[src/rtl/ipc_mb_pkg.sv]
package ipc_mb_pkg;

    localparam int NCH = 4;
    localparam int DW  = 32;
    localparam int FW  = 3;
    localparam int AW  = 3;

    localparam int GPR_LSB  = 16;
    localparam int TXE_LSB  = 20;
    localparam int RXF_LSB  = 24;
    localparam int GPP_LSB  = 28;
    localparam int EVT_BIT  = 4;
    localparam int FUP_BIT  = 8;
    localparam int OWNF_LSB = 8;

    typedef enum logic [AW-1:0] {
        ADR_SLOT0 = 3'd0,
        ADR_SLOT1 = 3'd1,
        ADR_SLOT2 = 3'd2,
        ADR_SLOT3 = 3'd3,
        ADR_STAT  = 3'd4,
        ADR_CTRL  = 3'd5,
        ADR_FLAG  = 3'd6,
        ADR_NONE  = 3'd7
    } reg_adr_e;

    typedef struct packed {
        logic          valid;
        logic          write;
        reg_adr_e      addr;
        logic [DW-1:0] wdata;
    } bus_req_t;

    typedef struct packed {
        logic [NCH-1:0] txe;
        logic [NCH-1:0] rxf;
        logic [NCH-1:0] gp;
    } en_set_t;

    function automatic logic [NCH-1:0] swap_order(input logic [NCH-1:0] v);
        logic [NCH-1:0] r;
        for (int i = 0; i < NCH; i++) r[NCH-1-i] = v[i];
        return r;
    endfunction

    function automatic logic [DW-1:0] put_field(input logic [NCH-1:0] chans, input int lsb);
        return DW'(swap_order(chans)) << lsb;
    endfunction

    function automatic logic [NCH-1:0] get_field(input logic [DW-1:0] w, input int lsb);
        return swap_order(w[lsb +: NCH]);
    endfunction

endpackage

[src/rtl/ipc_mb_msg_path.sv]
module ipc_mb_msg_path import ipc_mb_pkg::*; (
    input  logic                     clk,
    input  logic                     rst,
    input  logic [NCH-1:0]           wr,
    input  logic [DW-1:0]            wdata,
    input  logic [NCH-1:0]           rd,
    output logic [NCH-1:0][DW-1:0]   data,
    output logic [NCH-1:0]           full
);

    for (genvar g = 0; g < NCH; g++) begin : g_slot
        always_ff @(posedge clk) begin
            if (rst) begin
                data[g] <= '0;
                full[g] <= 1'b0;
            end else if (wr[g]) begin
                data[g] <= wdata;
                full[g] <= 1'b1;
            end else if (rd[g]) begin
                full[g] <= 1'b0;
            end
        end
    end

endmodule

[src/rtl/ipc_mb_flag_path.sv]
module ipc_mb_flag_path import ipc_mb_pkg::*; #(
    parameter int LAT = 2
) (
    input  logic          clk,
    input  logic          rst,
    input  logic          wr,
    input  logic [FW-1:0] wval,
    output logic [FW-1:0] own,
    output logic [FW-1:0] copy,
    output logic          busy
);

    localparam int CW = $clog2(LAT + 1);

    logic [CW-1:0] cnt;

    assign busy = (cnt != '0);

    always_ff @(posedge clk) begin
        if (rst) begin
            cnt  <= '0;
            own  <= '0;
            copy <= '0;
        end else if (busy) begin
            cnt <= cnt - CW'(1);
            if (cnt == CW'(1)) copy <= own;
        end else if (wr && (wval != own)) begin
            own <= wval;
            cnt <= CW'(LAT);
        end
    end

endmodule

[src/rtl/ipc_mb_gp_path.sv]
module ipc_mb_gp_path import ipc_mb_pkg::*; (
    input  logic           clk,
    input  logic           rst,
    input  logic [NCH-1:0] raise,
    input  logic [NCH-1:0] ack,
    output logic [NCH-1:0] pend
);

    always_ff @(posedge clk) begin
        if (rst) pend <= '0;
        else     pend <= (pend & ~ack) | (raise & ~pend);
    end

endmodule

[src/rtl/ipc_mb_side.sv]
module ipc_mb_side import ipc_mb_pkg::*; (
    input  logic                   clk,
    input  logic                   rst,
    input  bus_req_t               req,
    input  logic [NCH-1:0]         tx_full,
    input  logic [NCH-1:0]         rx_full,
    input  logic [NCH-1:0][DW-1:0] rx_data,
    input  logic                   flag_busy,
    input  logic [FW-1:0]          own_flags,
    input  logic [FW-1:0]          peer_flags,
    input  logic [NCH-1:0]         gp_out_pend,
    input  logic [NCH-1:0]         gp_in_pend,
    output logic [NCH-1:0]         tx_wr,
    output logic [NCH-1:0]         rx_rd,
    output logic [DW-1:0]          tx_wdata,
    output logic                   flag_wr,
    output logic [NCH-1:0]         gp_raise,
    output logic [NCH-1:0]         gp_ack,
    output logic [DW-1:0]          rdata,
    output logic                   irq
);

    localparam int IW = $clog2(NCH);

    logic [AW-1:0]  adr;
    logic           is_chan, wr_op, rd_op, stat_wr, ctrl_wr, evt;
    logic [NCH-1:0] chan_sel, tx_empty;
    en_set_t        en_q;

    assign adr      = req.addr;
    assign is_chan  = (adr < AW'(NCH));
    assign wr_op    = req.valid && req.write;
    assign rd_op    = req.valid && !req.write;
    assign stat_wr  = wr_op && (req.addr == ADR_STAT);
    assign ctrl_wr  = wr_op && (req.addr == ADR_CTRL);
    assign tx_empty = ~tx_full;
    assign evt      = (rx_full != '0) || (gp_in_pend != '0);

    always_comb begin
        chan_sel = '0;
        if (is_chan) chan_sel[adr[IW-1:0]] = 1'b1;
    end

    assign tx_wr    = wr_op ? chan_sel : '0;
    assign rx_rd    = rd_op ? chan_sel : '0;
    assign tx_wdata = req.wdata;
    assign flag_wr  = wr_op && (req.addr == ADR_FLAG);
    assign gp_ack   = stat_wr ? get_field(req.wdata, GPP_LSB) : '0;
    assign gp_raise = ctrl_wr ? get_field(req.wdata, GPR_LSB) : '0;

    always_ff @(posedge clk) begin
        if (rst) begin
            en_q <= '0;
        end else if (ctrl_wr) begin
            en_q.txe <= get_field(req.wdata, TXE_LSB);
            en_q.rxf <= get_field(req.wdata, RXF_LSB);
            en_q.gp  <= get_field(req.wdata, GPP_LSB);
        end
    end

    assign irq = ((tx_empty & en_q.txe) != '0) ||
                 ((rx_full & en_q.rxf) != '0) ||
                 ((gp_in_pend & en_q.gp) != '0);

    always_comb begin
        rdata = '0;
        if (is_chan) begin
            rdata = rx_data[adr[IW-1:0]];
        end else begin
            case (req.addr)
                ADR_STAT: rdata = put_field(tx_empty, TXE_LSB)
                                | put_field(rx_full, RXF_LSB)
                                | put_field(gp_in_pend, GPP_LSB)
                                | (DW'(evt) << EVT_BIT)
                                | (DW'(flag_busy) << FUP_BIT);
                ADR_CTRL: rdata = put_field(en_q.txe, TXE_LSB)
                                | put_field(en_q.rxf, RXF_LSB)
                                | put_field(en_q.gp, GPP_LSB)
                                | put_field(gp_out_pend, GPR_LSB);
                ADR_FLAG: rdata = DW'(peer_flags) | (DW'(own_flags) << OWNF_LSB);
                default:  rdata = '0;
            endcase
        end
    end

endmodule

[src/rtl/ipc_mailbox.sv]
module ipc_mailbox import ipc_mb_pkg::*; #(
    parameter int FLAG_LAT = 2
) (
    input  logic          clk,
    input  logic          rst,
    input  logic          a_valid,
    input  logic          a_write,
    input  logic [AW-1:0] a_addr,
    input  logic [DW-1:0] a_wdata,
    output logic [DW-1:0] a_rdata,
    output logic          a_irq,
    input  logic          b_valid,
    input  logic          b_write,
    input  logic [AW-1:0] b_addr,
    input  logic [DW-1:0] b_wdata,
    output logic [DW-1:0] b_rdata,
    output logic          b_irq
);

    localparam int NSIDE = 2;

    bus_req_t [NSIDE-1:0]                 req;
    logic     [NSIDE-1:0][DW-1:0]         rdata_s, tx_wdata;
    logic     [NSIDE-1:0]                 irq_s, flag_wr, flag_busy;
    logic     [NSIDE-1:0][NCH-1:0]        tx_wr, rx_rd, msg_full, gp_raise, gp_ack, gp_pend;
    logic     [NSIDE-1:0][NCH-1:0][DW-1:0] msg_data;
    logic     [NSIDE-1:0][FW-1:0]         flag_own, flag_copy;

    always_comb begin
        req[0] = '{valid: a_valid, write: a_write, addr: reg_adr_e'(a_addr), wdata: a_wdata};
        req[1] = '{valid: b_valid, write: b_write, addr: reg_adr_e'(b_addr), wdata: b_wdata};
    end

    for (genvar g = 0; g < NSIDE; g++) begin : g_side
        ipc_mb_msg_path u_msg (
            .clk   (clk),
            .rst   (rst),
            .wr    (tx_wr[g]),
            .wdata (tx_wdata[g]),
            .rd    (rx_rd[1-g]),
            .data  (msg_data[g]),
            .full  (msg_full[g])
        );

        ipc_mb_flag_path #(.LAT(FLAG_LAT)) u_flag (
            .clk  (clk),
            .rst  (rst),
            .wr   (flag_wr[g]),
            .wval (tx_wdata[g][FW-1:0]),
            .own  (flag_own[g]),
            .copy (flag_copy[g]),
            .busy (flag_busy[g])
        );

        ipc_mb_gp_path u_gp (
            .clk   (clk),
            .rst   (rst),
            .raise (gp_raise[g]),
            .ack   (gp_ack[1-g]),
            .pend  (gp_pend[g])
        );

        ipc_mb_side u_regs (
            .clk         (clk),
            .rst         (rst),
            .req         (req[g]),
            .tx_full     (msg_full[g]),
            .rx_full     (msg_full[1-g]),
            .rx_data     (msg_data[1-g]),
            .flag_busy   (flag_busy[g]),
            .own_flags   (flag_own[g]),
            .peer_flags  (flag_copy[1-g]),
            .gp_out_pend (gp_pend[g]),
            .gp_in_pend  (gp_pend[1-g]),
            .tx_wr       (tx_wr[g]),
            .rx_rd       (rx_rd[g]),
            .tx_wdata    (tx_wdata[g]),
            .flag_wr     (flag_wr[g]),
            .gp_raise    (gp_raise[g]),
            .gp_ack      (gp_ack[g]),
            .rdata       (rdata_s[g]),
            .irq         (irq_s[g])
        );
    end

    assign a_rdata = rdata_s[0];
    assign b_rdata = rdata_s[1];
    assign a_irq   = irq_s[0];
    assign b_irq   = irq_s[1];

endmodule

[config.mk]
export PLATFORM = sky130hd
export DESIGN_NAME = ipc_mailbox
export DESIGN_NICKNAME = d
export VERILOG_FILES = /design/src/rtl/ipc_mb_pkg.sv /design/src/rtl/ipc_mb_msg_path.sv /design/src/rtl/ipc_mb_flag_path.sv /design/src/rtl/ipc_mb_gp_path.sv /design/src/rtl/ipc_mb_side.sv /design/src/rtl/ipc_mailbox.sv
export SDC_FILE = /design/constraint.sdc
export NUM_CORES = 1
export LEC_CHECK = 0
export BUFFER_PORTS_ARGS = -buffer_cell sky130_fd_sc_hd__clkbuf_2
export CAP_MARGIN = 20
export CORE_MARGIN = 3
export CORE_UTILIZATION = 53
export CTS_BUF_LIST = sky130_fd_sc_hd__clkbuf_16
export DETAILED_ROUTE_END_ITERATION = 16
export GPL_TIMING_DRIVEN = 0
export PLACE_DENSITY = 0.76
export SYNTH_ARGS = -nofsm -noshare
export SYNTH_HDL_FRONTEND = slang
export SYNTH_SLANG_ARGS = --single-unit
export TNS_END_PERCENT = 10
[constraint.sdc]
create_clock -name clk -period 1.9 [get_ports clk]
set_clock_uncertainty 0.05 [all_clocks]
set_input_delay 0.475 -clock clk [delete_from_list [all_inputs] [get_ports clk]]
set_output_delay 0.475 -clock clk [all_outputs]
set_load 0.005 [all_outputs]
---- Yosys cells after proc, flatten, opt, wreduce, memory -nomap -nowiden ----
Index checks and enable logic that the tools add are counted.
storage, ports and cells
  register bits ........................... 312
  memories ................................ 0
  output and inout bits ................... 66
  bits in read-only memories .............. 0
  RAM bits ................................ 0
  latch bits .............................. 0
operators by class
  divide/modulo/power cells ............... 0
  shift operators ......................... 0
  order comparisons ....................... 6
  multiply operators ...................... 0
  reduce and logical (&&, ||, !) cells .... 48
  bitwise operators ....................... 36
  equality and inequality tests ........... 10
  add/subtract/negate cells ............... 2
  multiplexer cells ....................... 42
operators with widths
  kind                                                 count
  case mux 32 bit (3 select lines)                     2
  binary-select mux 32 bit (select 2 bit)              2
  2-to-1 mux 32 bit                                    4
  OR 32 bit                                            4
  OR 24 x 28 -> 28 bit                                 4
  OR 32 x 20 -> 32 bit                                 2
  OR 32 x 5 -> 32 bit                                  2
  OR 32 x 9 -> 32 bit                                  2
  bitwise AND 4 bit                                    10
  2-to-1 mux 4 bit                                     10
  nonzero test 4 bit                                   10
  NOT 4 bit                                            6
  nonzero test 2 bit                                   12
  OR 3 x 11 -> 11 bit                                  2
  equality test 3 bit (second input constant)          6
  2-to-1 mux 1 bit                                     18
  logical AND 1 bit                                    14
  2-to-1 mux 2 bit                                     4
  OR 4 bit                                             2
  AND reduction 2 bit                                  4
  logical OR 1 bit                                     6
  < comparator 2 x 3 -> 1 bit (second input constant)  2
  < comparator 3 bit (second input constant)           2
  inequality test 3 bit                                2
  other kinds (6)                                      12

---- Logic depth before layout (Yosys ltp) ----
  depth after elaboration ................. 8
  gate-level depth with buffers ........... 8

---- By module ----
Synthesis repeated with hierarchy kept, for this count alone.
unflattened totals
  cells, all modules ...................... 1560
  area, all modules ....................... 15762.6 µm²
by module, submodules not included
  module            instances  area each (µm²)  cells each
  ipc_mb_msg_path   2          4878.4           431
  ipc_mb_side       2          2437.3           291
  ipc_mb_flag_path  2          392.9            42
  ipc_mb_gp_path    2          172.7            16

---- Least setup slack after synthesis ----
No wires, ideal clock.
  path type ............................... input port to output port
  start point ............................. input b_addr[1]
  end point ............................... output b_rdata[11]
  data arrival time ....................... 1523 ps
  path buffers ............................ 3
  slack ................................... -148 ps
  required time ........................... 1375 ps
  stages .................................. 5
  path through ............................ buf_2 -> buf_2 -> buf_2 -> mux4_2 -> and2_1
between the ends
  cells in the longest elaborated chain, start to end .. 3
  elaborated cells on any way between the ends .. 8
  those cells by class .................... 1 x order compare; 3 x eq/ne; 4 x mux
RTL lines
  item                                                                            line                                  text
  from (decl)                                                                     ipc_mailbox.sv:14                     input logic [AW-1:0] b_addr,
  equality test 3 bit or binary-select mux 32 bit (select 2 bit) (tied branches)  ipc_mb_side.sv:70, ipc_mb_side.sv:68
  case mux 32 bit (3 select lines) or 2-to-1 mux 32 bit (tied branches)           ipc_mb_side.sv:70, ipc_mb_side.sv:68
  2-to-1 mux 32 bit (*)                                                           ipc_mb_side.sv:67                     if (is_chan) begin
  to (decl)                                                                       ipc_mailbox.sv:16                     output logic [DW-1:0] b_rdata,
Mark *: on every way between the ends. The rest lies on a longest branch, timed or not. The select of a mux whose other input is x is not followed.

---- Worst setup path in the final report ----
  start point ............................. input b_addr[0]
  end point ............................... output b_rdata[2]
The elaborated chain is that of the path after synthesis.

==> results by group <==
Worst setup path
  – Crit path cell chain: clkbuf_16 > buf_12 > buf_12 > mux4_2 > o2bb2ai_2 > clkbuf_2
  – Max FO, Critical Path: 6
  – Top delay family on crit path: multiplexers
  – CP max stage cell: mux4_2
  – FF-to-FF End: g_side[1].u_flag.cnt[1]$_SDFFE_PP0P_
  – CP Capture Type: output pin
  – Reg2Reg Depth: 6
  – Crit Reg-Reg Startpoint: g_side[1].u_flag.cnt[0]$_SDFFE_PP0P_
  – Critical path class: primary input to output pin
  – Most used cell along the critical path: buf_12
  – Arrival time worst endpoint: 1.72 ns
  – Critical path buffers and inverters: 4
  – CP peak stage delay: roughly 0.55 ns
  – Reg-to-reg slack, setup: 0.20 ns
  – Startpoint types: primary input
  – CP required: approximately 1.4 ns

Clock tree
  – CTS buffer count: 34
  – Max Buffers Root-to-Sink: 3
  – CTS clk-pin slew, worst paths: about 0.06 ns
  – CTS tree: built
  – CTS Sinks: 312
  – Root buffer cell: clkbuf_16
  – Worst skew pair latency: ~0.52 ns
  – # H-tree levels: 2

STA
  – Slack of the critical path: -0.344 ns
  – Period utilisation layout: 118%
  – Final setup violation count: 66
  – Minimum clock period: 2.24 ns
  – Slew Viols, Final: 0
  – Fmax: between 0.4 and 0.5 GHz
  – Final Hold Fails: 0
  – Setup_tns: -18.43 ns
  – Final hold slack: around 0.17 ns
  – Unrepaired setup endpoints after global routing: true
  – Max transition margin: approximately 44%
  – Worst slew pin tran: between 0.8 and 0.9 ns

Global route
  – Total grt overflow: 0
  – First-pass GRT wire length: 70700 µm
  – Largest net degree at the start of global routing: 15
  – GR Util All Layers: 31.5%
  – Initial antenna violation count: 1
  – Vias in the first global route: 12984

Logic synthesis
  – Yosys top cell area share: 45.2%
  – Number of flops mapped to enable cells by yosys: 0
  – Seq cells post-synth: approximately 310
  – Syn Nets: 1747
  – Main synth FF type: dfxtp_1
  – Distinct cell type count after synthesis: 43
  – Avg Inst Size Synth: around 8.3 µm²
  – Cells after Synth: 1665
  – Top cells by area, synth: dfxtp_1 (45%), nand2_1 (17%), a21oi_1 (11%)
  – Largest area contributor in the synthesized netlist: dfxtp_1
  – Post-synth ARST share: 0%
  – Cell area after synthesis: ~0.014 mm²
  – Synth warn: 0
  – Sequential share of the synthesized area: around 45%

Detailed routing
  – Wirelength per Cell: just over 20 µm
  – Drt first pass iters: 5
  – Final antenna-violating net count: 0
  – Post-route DRC: 0
  – Initial DRC Count: about 1500
  – Detailed-route via count: between 10000 and 15000
  – Routed wire length: between 40000 and 50000 µm
  – Vias per cell: just under 6

Power and ir drop
  – Peak supply drop: approximately 0.0007 V
  – Tot Pwr: around 0.015 W
  – Lkg Pwr: about 6.2 nW
  – Power per cell area: between 800 and 900 mW/mm²

Outcome
  – Failing checks: setup timing
  – Status: finished, violations left

Cells and area
  – Most frequent cells in the layout: nand2_1 (605), a21oi_1 (307), dfxtp_1 (292)
  – Share of layout cells above drive strength 1: between 20% and 30%
  – Register area: between 0.006 and 0.007 mm²
  – Area of the multi-input gates: 0.00714 mm²
  – Layout area overhead: 23.1%
  – Nets: around 2000
  – Ant diodes: 0
  – Fillers: roughly 2100
  – Commonest non-fill, non-tap cell in the layout: nand2_1

Worst hold path
  – Min-delay src: a_wdata[6]
  – Hold Crit Class: primary input to register
  – WHS Endpoint: g_side[0].u_msg.data[70]$_SDFFE_PP0P_
  – Hold path depth: 3

Die
  – Core box area: ~0.025 mm²
  – Die Height: 167 µm
  – Initial core utilization: a little over half
  – Rows: 58
  – Die width: about 170 µm
  – IO Pins: approximately 140
  – Total die area: 0.0280 mm²

Place
  – Post-DP HPWL: 31100 µm
  – Port Buf Inserts: roughly 140
  – GPL Wtd Cong: 0.939

Run
  – Max_cap viols: 0
-- worst max path at each step --
| stage | startpoint | end | slack [ns] | cells after the start |
|---|---|---|---|---|
| after floorplan | a_addr[0] | a_rdata[4] | -0.02 | 5 |
| after CTS | a_addr[0] | a_rdata[11] | -0.36 | 7 |
| after global routing | a_addr[0] | a_rdata[24] | -0.36 | 7 |
| after detailed placement | b_addr[2] | b_rdata[21] | -0.74 | 7 |
| after global placement | b_addr[2] | b_rdata[21] | -0.73 | 7 |
| final | b_addr[0] | b_rdata[2] | -0.34 | 6 |
-- routing by layer --
| layer | vias up | global-route usage, % | routed length (µm) |
|---|---|---|---|
| met3 | 161 | 5.81 | 4270 |
| met1 | 6247 | 38.7 | 17000 |
| met2 | 759 | 53.8 | 22600 |
| met5 | - | 0 | 20 |
| li1 | 6026 | - | - |
| met4 | 2 | 14.6 | 2140 |
-- timing repair --
| action | CTS | global route |
|---|---|---|
| setup endpoints to repair | 66 | 66 |
| buffers inserted | 6 | 13 |
| gates cloned | 4 | 2 |
| pin swaps | 38 | 11 |
| resized for setup | 164 | 47 |
| hold buffers | 0 | 0 |
| endpoints found under the hold margin | 0 | 0 |
-- cells in the mapped netlist (8+ instances only) --
library cell	instances
clkbuf_1	47
nand2_1	623
and2_1	18
o21ai_0	48
inv_1	13
buf_2	56
o2bb2ai_1	8
mux4_2	64
a311oi_1	9
nand2b_1	10
mux2i_1	30
nor2_1	29
dfxtp_1	312
buf_6	15
a21oi_1	307
-- state kept, by name, indices dropped and copies added (netlist names) --
| name | cells |
|---|---|
| g_side.u_msg.full | 8 |
| g_side.u_flag.own | 6 |
| g_side.u_flag.cnt | 4 |
| g_side.u_flag.copy | 6 |
| g_side.u_regs.en_q | 24 |
| g_side.u_msg.data | 256 |
| g_side.u_gp.pend | 8 |
-- cells by family (layout without fill, tap and decap cells) --
| logic type | after synthesis | after routing | share of synthesized area [%] |
|---|---|---|---|
| xor+xnor | 6 | 6 | 0.380 |
| fa+ha+maj | 6 | 6 | 0.543 |
| buf+inv | 146 | 368 | 5.49 |
| compound gates | 387 | 387 | 14.9 |
| mux | 95 | 95 | 12.7 |
| flops | 312 | 312 | 45.2 |
| simple gates | 713 | 713 | 20.8 |
-- stage by stage --
| step | worst slack [ns] | instance area, µm² | cells | util (%) |
|---|---|---|---|---|
| after floorplan | -0.0211 | 13900 | 1665 | - |
| after global placement | -0.725 | 15000 | 2133 | 59.1 |
| after detailed placement | -0.742 | 15000 | 2133 | 59.1 |
| after CTS | -0.356 | 16800 | 2203 | 66.0 |
| after global routing | -0.359 | 17000 | 2217 | 67.0 |
| final | -0.344 | 17000 | 2217 | 67.0 |
-- report_power, final --
| part | leakage [nW] | switching, W | total [W] | internal [W] |
|---|---|---|---|---|
| sequential | 2.53 | 0.0000707 | 0.00670 | 0.00663 |
| clock | 0.567 | 0.00276 | 0.00681 | 0.00405 |
| combinational | 3.08 | 0.000836 | 0.00137 | 0.000535 |
| total | 6.18 | 0.00367 | 0.0149 | 0.0112 |
-- worst reg2reg max path: stages, from the launching register on --
cell and delay, ns:
dfxtp_2 0.33, inv_2 0.08, ha_4 0.14, buf_4 0.10, inv_1 0.04, o41ai_2 0.45
mux2_2 0.38
-- cell type report --
type                       instances  share of cell area (%)
inverter                          15                   0.346
tap                              330                    2.43
sequential                       312                    37.1
timing repair buffer             162                    6.08
clock inverter                    23                    1.22
clock buffer                      37                    5.44
buffer                           131                    5.40
multi-input combinational       1207                    42.0
(Power assumes the default switching activity.)
